### config.mk
export PLATFORM = sky130hd
export DESIGN_NAME = ctlreg_i2c_slave
export DESIGN_NICKNAME = d
export VERILOG_FILES = /design/src/rtl/ctlreg_i2c_pkg.sv /design/src/rtl/ctlreg_i2c_sync.sv /design/src/rtl/ctlreg_i2c_events.sv /design/src/rtl/ctlreg_i2c_engine.sv /design/src/rtl/ctlreg_i2c_slave.sv
export SDC_FILE = /design/constraint.sdc
export NUM_CORES = 1
export LEC_CHECK = 0
export BUFFER_PORTS_ARGS = -buffer_cell sky130_fd_sc_hd__buf_2
export CAP_MARGIN = 30
export CORE_ASPECT_RATIO = 0.5
export CORE_MARGIN = 4
export CORE_UTILIZATION = 60
export CTS_CLUSTER_DIAMETER = 100
export DETAILED_ROUTE_END_ITERATION = 8
export GPL_TIMING_DRIVEN = 0
export PLACE_DENSITY_LB_ADDON = 0.05
export SETUP_SLACK_MARGIN = 0.1
export SYNTH_ARGS = -nofsm -noshare
export SYNTH_HDL_FRONTEND = slang
export SYNTH_SLANG_ARGS = --single-unit
### constraint.sdc
create_clock -name clk -period 3.7 [get_ports clk]
set_input_delay 0.37 -clock clk [delete_from_list [all_inputs] [get_ports clk]]
set_output_delay 0.37 -clock clk [all_outputs]
set_load 0.01 [all_outputs]
### src/rtl/ctlreg_i2c_pkg.sv
package ctlreg_i2c_pkg;

    localparam int BYTE_W = 8;
    localparam int CNT_W  = $clog2(BYTE_W + 1);

    localparam logic [6:0]        DEV_ADDR = 7'b1010010;
    localparam logic [BYTE_W-1:0] SEL_CODE = 8'hFF;

    typedef enum logic [2:0] {
        PH_IDLE,
        PH_DEV,
        PH_REG,
        PH_WDATA,
        PH_WEXTRA,
        PH_RDATA,
        PH_RDONE,
        PH_SKIP
    } phase_t;

    typedef struct packed {
        logic start;
        logic stop;
        logic rise;
        logic fall;
        logic sda;
    } bus_evt_t;

    function automatic logic dev_hit(logic [BYTE_W-1:0] b);
        return b[BYTE_W-1:1] == DEV_ADDR;
    endfunction

    // bit to put on the line after idx bits of b have gone out
    function automatic logic tx_bit(logic [BYTE_W-1:0] b, logic [CNT_W-1:0] idx);
        logic [BYTE_W-1:0] s;
        s = b << idx;
        return s[BYTE_W-1];
    endfunction

endpackage

### src/rtl/ctlreg_i2c_sync.sv
module ctlreg_i2c_sync #(
    parameter int LINES  = 2,
    parameter int STAGES = 2
) (
    input  logic             clk,
    input  logic             rst,
    input  logic [LINES-1:0] d,
    output logic [LINES-1:0] q
);
    for (genvar g = 0; g < LINES; g++) begin : g_line
        logic [STAGES-1:0] chain;
        always_ff @(posedge clk) begin
            if (rst) chain <= '1;
            else     chain <= {chain[STAGES-2:0], d[g]};
        end
        assign q[g] = chain[STAGES-1];
    end
endmodule

### src/rtl/ctlreg_i2c_events.sv
module ctlreg_i2c_events
    import ctlreg_i2c_pkg::*;
(
    input  logic     clk,
    input  logic     rst,
    input  logic     scl_s,
    input  logic     sda_s,
    output bus_evt_t evt
);
    logic scl_q, sda_q;

    always_ff @(posedge clk) begin
        if (rst) begin
            scl_q <= 1'b1;
            sda_q <= 1'b1;
        end else begin
            scl_q <= scl_s;
            sda_q <= sda_s;
        end
    end

    always_comb begin
        evt.start = scl_s & scl_q & sda_q & ~sda_s;
        evt.stop  = scl_s & scl_q & ~sda_q & sda_s;
        evt.rise  = scl_s & ~scl_q;
        evt.fall  = ~scl_s & scl_q;
        evt.sda   = sda_s;
    end
endmodule

### src/rtl/ctlreg_i2c_engine.sv
module ctlreg_i2c_engine
    import ctlreg_i2c_pkg::*;
(
    input  logic              clk,
    input  logic              rst,
    input  bus_evt_t          evt,
    input  logic [BYTE_W-1:0] rd_data,
    output logic              sda_low,
    output logic              commit,
    output logic [BYTE_W-1:0] commit_data
);
    localparam logic [CNT_W-1:0] FULL = CNT_W'(BYTE_W);

    phase_t            phase;
    logic [CNT_W-1:0]  cnt;
    logic [BYTE_W-1:0] shreg;
    logic [BYTE_W-1:0] txbuf;
    logic              ack_slot;
    logic              pend;
    logic              sel;

    always_ff @(posedge clk) begin
        if (rst) begin
            phase       <= PH_IDLE;
            cnt         <= '0;
            shreg       <= '0;
            txbuf       <= '0;
            ack_slot    <= 1'b0;
            pend        <= 1'b0;
            sel         <= 1'b0;
            sda_low     <= 1'b0;
            commit      <= 1'b0;
            commit_data <= '0;
        end else begin
            commit <= 1'b0;
            if (evt.stop) begin
                commit   <= pend;
                phase    <= PH_IDLE;
                pend     <= 1'b0;
                sel      <= 1'b0;
                sda_low  <= 1'b0;
                ack_slot <= 1'b0;
                cnt      <= '0;
            end else if (evt.start) begin
                phase    <= PH_DEV;
                pend     <= 1'b0;
                sda_low  <= 1'b0;
                ack_slot <= 1'b0;
                cnt      <= '0;
            end else if (phase == PH_IDLE || phase == PH_SKIP) begin
                sda_low <= 1'b0;
            end else if (evt.rise && !ack_slot) begin
                if (cnt < FULL) begin
                    shreg <= {shreg[BYTE_W-2:0], evt.sda};
                    cnt   <= cnt + 1'b1;
                end
            end else if (evt.fall) begin
                if (ack_slot) begin
                    ack_slot <= 1'b0;
                    sda_low  <= 1'b0;
                    if (phase == PH_RDATA) begin
                        txbuf   <= rd_data;
                        sda_low <= ~rd_data[BYTE_W-1];
                    end else if (phase == PH_RDONE) begin
                        phase <= PH_IDLE;
                        sel   <= 1'b0;
                    end
                end else if (cnt == FULL) begin
                    cnt <= '0;
                    case (phase)
                        PH_DEV: begin
                            if (!dev_hit(shreg)) begin
                                phase   <= PH_SKIP;
                                sda_low <= 1'b0;
                            end else if (shreg[0]) begin
                                if (sel) begin
                                    phase    <= PH_RDATA;
                                    sda_low  <= 1'b1;
                                    ack_slot <= 1'b1;
                                end else begin
                                    phase   <= PH_SKIP;
                                    sda_low <= 1'b0;
                                end
                            end else begin
                                phase    <= PH_REG;
                                sda_low  <= 1'b1;
                                ack_slot <= 1'b1;
                            end
                        end
                        PH_REG: begin
                            if (shreg == SEL_CODE) begin
                                sel      <= 1'b1;
                                phase    <= PH_WDATA;
                                sda_low  <= 1'b1;
                                ack_slot <= 1'b1;
                            end else begin
                                phase   <= PH_SKIP;
                                sda_low <= 1'b0;
                            end
                        end
                        PH_WDATA: begin
                            pend        <= 1'b1;
                            commit_data <= shreg;
                            phase       <= PH_WEXTRA;
                            sda_low     <= 1'b1;
                            ack_slot    <= 1'b1;
                        end
                        PH_WEXTRA: begin
                            pend    <= 1'b0;
                            phase   <= PH_SKIP;
                            sda_low <= 1'b0;
                        end
                        PH_RDATA: begin
                            phase    <= PH_RDONE;
                            sda_low  <= 1'b0;
                            ack_slot <= 1'b1;
                        end
                        default: begin
                            phase   <= PH_SKIP;
                            sda_low <= 1'b0;
                        end
                    endcase
                end else if (phase == PH_RDATA && cnt != '0) begin
                    sda_low <= ~tx_bit(txbuf, cnt);
                end
            end
        end
    end


    commit_on_stop_chk: assert property (@(posedge clk) disable iff (rst)
        commit |-> $past(evt.stop));


    commit_single_chk: assert property (@(posedge clk) disable iff (rst)
        commit |=> !commit);


    sda_change_on_low_chk: assert property (@(posedge clk) disable iff (rst)
        !$stable(sda_low) |-> $past(evt.fall || evt.start || evt.stop));


    quiet_idle_chk: assert property (@(posedge clk) disable iff (rst)
        (phase == PH_IDLE || phase == PH_SKIP) |-> !sda_low);


    skip_no_pending_chk: assert property (@(posedge clk) disable iff (rst)
        (phase == PH_SKIP) |-> !pend);


    read_no_pending_chk: assert property (@(posedge clk) disable iff (rst)
        (phase == PH_RDATA || phase == PH_RDONE) |-> !pend);

endmodule

### src/rtl/ctlreg_i2c_slave.sv
module ctlreg_i2c_slave
    import ctlreg_i2c_pkg::*;
#(
    parameter int SYNC_STAGES = 2
) (
    input  logic              clk,
    input  logic              rst,
    input  logic              scl_i,
    input  logic              sda_i,
    input  logic [BYTE_W-1:0] reg_rdata,
    output logic              sda_pull_o,
    output logic              wr_commit_o,
    output logic [BYTE_W-1:0] wr_data_o
);
    logic [1:0] pins_s;
    bus_evt_t   evt;

    ctlreg_i2c_sync #(.LINES(2), .STAGES(SYNC_STAGES)) u_sync (
        .clk (clk),
        .rst (rst),
        .d   ({scl_i, sda_i}),
        .q   (pins_s)
    );

    ctlreg_i2c_events u_evt (
        .clk   (clk),
        .rst   (rst),
        .scl_s (pins_s[1]),
        .sda_s (pins_s[0]),
        .evt   (evt)
    );

    ctlreg_i2c_engine u_eng (
        .clk         (clk),
        .rst         (rst),
        .evt         (evt),
        .rd_data     (reg_rdata),
        .sda_low     (sda_pull_o),
        .commit      (wr_commit_o),
        .commit_data (wr_data_o)
    );
endmodule

Yosys cells after proc, flatten, opt, wreduce, memory -nomap -nowiden:

Cells that the tools add are included.

* register bits after elaboration: 42
* latch bits: 0
* memory bits (writable): 0
* bits in read-only memories: 0
* input port bits: 12
* output and inout port bits: 10
* logic and storage cells: 121
* memories kept: 0

* add/subtract/negate cells: 1
* multiply operators: 0
* divide/modulo/power cells: 0
* $lt $le $gt $ge: 1
* eq/ne operators: 18
* shift operators: 1
* multiplexer cells: 37
* bitwise logic cells: 18
* reduce and logical (&&, ||, !) cells: 30

Operator list (count)
* 2-to-1 mux 3 bit: 7
* 2-to-1 mux 1 bit: 20
* 2-to-1 mux 4 bit: 5
* AND reduction 6 bit: 3
* nonzero test 2 bit: 7
* equality test 3 bit (second input constant): 4
* inequality test 2 bit (second input constant): 6
* case mux 3 bit (4 select lines): 1
* inverter 1 bit: 11
* AND reduction 5 bit: 2
* AND reduction 9 bit: 1
* equality test 8 bit (second input constant): 1
* AND reduction 8 bit: 1
* left shift 8 x 4 -> 8 bit: 1
* bitwise AND 1 bit: 7
* equality test 7 bit (second input constant): 1
* AND reduction 7 bit: 1
* equality test 3 x 2 -> 1 bit (second input constant): 2
* inequality test 3 bit (second input constant): 2
* case mux 1 bit (3 select lines): 2
* AND reduction 3 bit: 2
* nonzero test 3 bit: 2
* OR reduction 2 bit: 3
* adder 4 x 1 -> 4 bit (second input constant): 1
* other kinds (12): 13

Depth between registers and ports, before layout:

* depth in word-level cells: 10
* depth in mapped cells: 8
* depth with buffers taken out: 7

By module:

From an unflattened synthesis, not the netlist that was laid out.

* cells, all modules: 216
* area total of the unflattened synthesis: 1971.9 um^2

Modules (own cells, without submodules)
* ctlreg_i2c_engine: instances 1, cells each 197, area each 1759.2 um^2, sequential area each 720.7 um^2
* ctlreg_i2c_sync: instances 1, cells each 10, area each 120.1 um^2, sequential area each 80.1 um^2
* ctlreg_i2c_events: instances 1, cells each 9, area each 92.6 um^2, sequential area each 40.0 um^2

Least setup slack after synthesis:

Ideal clock, no wire load.

* kind: reg-to-reg
* start point: reg u_eng.cnt[0]
* end point: reg u_eng.sel
* setup time: 0.112 ns
* arrival: 1.543 ns
* required time: 3.588 ns
* setup slack: 2.045 ns
* cell stages (with the launch flop): 7
* path buffers: 0
* period minus slack after synthesis: 1.655 ns
* path through: dfxtp_1 > inv_1 > ha_1 > and3b_1 > nor2_1 > nor3_2 > a2111oi_1

* cells in the longest elaborated chain, start to end: 3

Ends and longest elaborated chain
* start: declaration: RTL line ctlreg_i2c_engine.sv:15 `logic [CNT_W-1:0] cnt;`
* start signal: assignment: RTL line ctlreg_i2c_engine.sv:55 `cnt <= cnt + 1'b1;`
* equality test 4 bit: RTL line ctlreg_i2c_engine.sv:68 `end else if (cnt == FULL) begin`
* nonzero test 2 bit (no line)
* AND reduction 9 bit (no line)
* end signal: assignment: RTL line ctlreg_i2c_engine.sv:40 `sel <= 1'b0;`
* end signal: assignment: RTL line ctlreg_i2c_engine.sv:66 `sel <= 1'b0;`
* end signal: assignment: RTL line ctlreg_i2c_engine.sv:92 `sel <= 1'b1;`
* end: declaration: RTL line ctlreg_i2c_engine.sv:20 `logic sel;`

Every way passes these cells.
A chain may end at the register's enable or synchronous reset.

Final worst setup path:

Ends and elaborated chain as after synthesis.

==> summary.md <==
| Metric | Value |
|---|---|
| Run status | `finished, final reports clean` |
| Num CTS Buffers | `5` |
| Max_slew headroom | `52.9%` |
| Seq cells post-synth | `42` |
| Layout Skew | `10.3 ps` |
| Top_reg_cell synth | `dfxtp_1` |
| Reg power frac | `53.3%` |
| Pwr/cell area | `381 nW/um^2` |
| Worst Setup SP | `u_eng.cnt[0]` |
| Number of enable flip-flop cells after synthesis | `0` |
| CTS tree | `done` |
| Mapped Area | `1990 um^2` |
| RSZ-0062 raised after global routing | `false` |
| Largest net degree at the start of global routing | `15` |
| Full die area | `4350 um^2` |
| Worst path max stage delay | `480 ps` |
| Setup bufs post-CTS | `0` |
| Vias in the first global route | `1578` |
| Endpoints failing setup | `0` |
| First-pass GRT wire length | `7470 um` |
| TritonRoute pass-1 iters | `5` |
| Final WL | `4350 um` |
| Post-synth top area share | `42.3%` |
| DIE HEIGHT | `48.7 um` |
| Peak VDD IR | `0.235 mV` |
| WP depth | `6` |
| Crit-path slowest cell | `dfxtp_1` |
| R2R cell count | `6` |
| GPL Wtd Cong | `0.891` |
| Distinct cells, synth | `48` |
| Crit path buf inv count | `1` |
| Leak pwr | `0.000867 uW` |
| F_max | `504 MHz` |
| Area Overhead vs Synth | `13.2%` |
| GR met3 Demand/Resource | `5.93%` |
| Leading cell types by count after synthesis | `dfxtp_1, nor2_1, mux2i_1, nand2_1` |
| Final cycle utilization of the critical path | `53.6%` |
| Synth warn | `0` |
| Critical path's top delay family | `simple AND/OR/NAND/NOR gates` |
| Initial core utilization | `64.5%` |
| Pint | `671 uW` |
| Post-Place Worst Slack | `1760 ps` |
| DRC | `0` |
| Detail Placement HPWL | `3110 um` |
| Via count | `1687` |
| Synth Net Count | `228` |
| CTS clk-pin slew, worst paths | `90 ps` |
| Initial DRC Count | `149` |
| Worst-Margin Slew | `701 ps` |
| Final #Nets | `255` |
| Diode count | `0` |
| Longest Clk Path Bufs | `2` |
| Min-Delay Path Depth | `2` |
| Switching pwr | `186 uW` |
| Startpoint Class | `flop` |
| Clk_lat worst skew | `300 ps` |
| Layout cells sized above 1 | `21.1%` |
| Placed instance area | `2140 um^2` |
| Hold_ws | `248 ps` |
| Core Rows | `14` |
| Avg Cell Area, Syn | `9.29 um^2` |
| Antenna violations before repair | `0` |
| Comb power frac | `4.1%` |
| Maxcap violations | `0` |
| Hold_buf cts | `0` |
| Hold Violations, Final | `0` |
| Clock sinks | `42` |
| Wire per inst | `15.4 um` |
| Met2 Usage GRT | `32.9%` |
| Die width | `89.4 um` |
| Clock root buffer | `clkbuf_8` |
| Fillers | `251` |
| Post-route cell area | `2250 um^2` |
| Cell with the most instances after synthesis | `dfxtp_1` |
| Slack of the critical path | `1720 ps` |
| Cts repair resizes | `0` |
| Fin crit period | `1980 ps` |
| Hold Crit Class | `in2reg` |
| CTS H-tree depth | `2` |
| Clock power frac | `42.6%` |
| CP Data Arrival Time | `2180 ps` |
| WS Path Type | `reg2reg` |
| Largest area contributor in the netlist | `dfxtp_1` |
| R2R Setup Slk | `1720 ps` |
| Syn Inst Count | `214` |
| Top post-synthesis cells by area | `dfxtp_1, mux2i_1, nor2_1` |
| Post-route ant nets | `0` |
| Max FO, Critical Path | `5` |
| Total GRT Usage | `21.7%` |
| Setup TNS | `0 ps` |
| Global route total overflow | `0` |
| Worst R2R Start | `u_eng.cnt[0]` |
| Most used routing layer | `met2` |
| Post-synth ARST share | `0%` |
| CP Capture Type | `flop` |
| Critical-path cell list | `inv_1, ha_1, and3b_1, nor2_1, nor3_2, a2111oi_1` |
| Register area share after synthesis | `42.3%` |
| Worst hold start | `scl_i` |
| Vias per cell | `5.98` |
| Critical Path RT | `3900 ps` |
| Io pins | `22` |
| Core area | `3080 um^2` |
| Sw Ratio | `21.7%` |
| Max-slew violation count | `0` |
| Power, Total | `858 uW` |
| Grt met1 use | `31.1%` |
| # port buffers | `20` |
cells by family (layout without fill, tap and decap cells):
group	after synthesis	after routing	share of synthesized area, %
AOI/OAI and AO/OA	34	34	11.8
xor gates and xnor gates	3	3	1.32
adders and majority gates	2	2	1.26
buffers and inverters	17	45	4.22
DFF	42	42	42.3
muxes	27	27	14.9
and+or+nand+nor	89	89	24.2
stage by stage:
step / std cells / utilization, %
final: 282 / 73.0
after floorplan: 214 / -
after global placement: 274 / 69.4
after detailed placement: 274 / 69.4
after CTS: 282 / 73.0
after global routing: 282 / 73.0
per-layer routing:
layer | wire, um | share of wire (%) | vias to the layer above
met5 | 0 | 0 | -
met4 | 50 | 1.2 | 0
met3 | 272 | 6.3 | 9
met2 | 1930 | 44 | 54
met1 | 2100 | 48 | 806
li1 | - | - | 818
sequential cells by signal, indices dropped and copies added (netlist names):
| name | flops |
|---|---|
| u_eng.commit_data | 8 |
| u_eng.shreg | 8 |
| u_eng.txbuf | 8 |
| u_eng.cnt | 4 |
| u_sync.g_line.chain | 4 |
| u_eng.phase | 3 |
| u_eng.ack_slot | 1 |
| u_eng.commit | 1 |
| u_eng.pend | 1 |
| u_eng.sda_low | 1 |
| u_eng.sel | 1 |
| u_evt.scl_q | 1 |
| u_evt.sda_q | 1 |
layout make-up:
class	count	area (um^2)	share of cell area, %
Multi-Input combinational cell	155	1060	47.2
Sequential cell	42	841	37.4
Timing Repair Buffer	20	100	4.45
Clock buffer	5	68.8	3.06
Buffer	11	61.3	2.72
Tap cell	40	50.0	2.22
Clock inverter	3	43.8	1.95
Inverter	6	22.5	1.00
worst paths after layout:
| kind | endpoint |
|---|---|
| max | u_eng.sel |
| min | u_sync.g_line[1].chain[0] |
| max reg2reg | u_eng.sel |
| min reg2reg | u_sync.g_line[1].chain[1] |
power by group through the flow:
| stage | logic (uW) | registers, uW | clock network [uW] |
|---|---|---|---|
| CTS | 35.2 | 457 | 371 |
| global route | 39.3 | 458 | 391 |
| detailed placement | 35.0 | 468 | 0 |
| global placement | 34.0 | 468 | 0 |
| floorplan | 23.6 | 467 | 0 |
| finish | 35.5 | 457 | 365 |
cells in the final DEF (no fill, tap or decap), types with 3 or more instances in the layout:
cell type / count
nand4b_1: 3
nor4_1: 3
clkbuf_8: 5
dfxtp_1: 42
buf_4: 3
or2_2: 6
nand2_1: 9
o21ai_0: 5
inv_1: 5
clkbuf_1: 6
nand3b_1: 3
a21oi_1: 6
a31oi_1: 4
nor2_1: 40
buf_2: 21
nand3_1: 6
mux2i_1: 25
nand2b_1: 6
(Power assumes the default switching activity.)
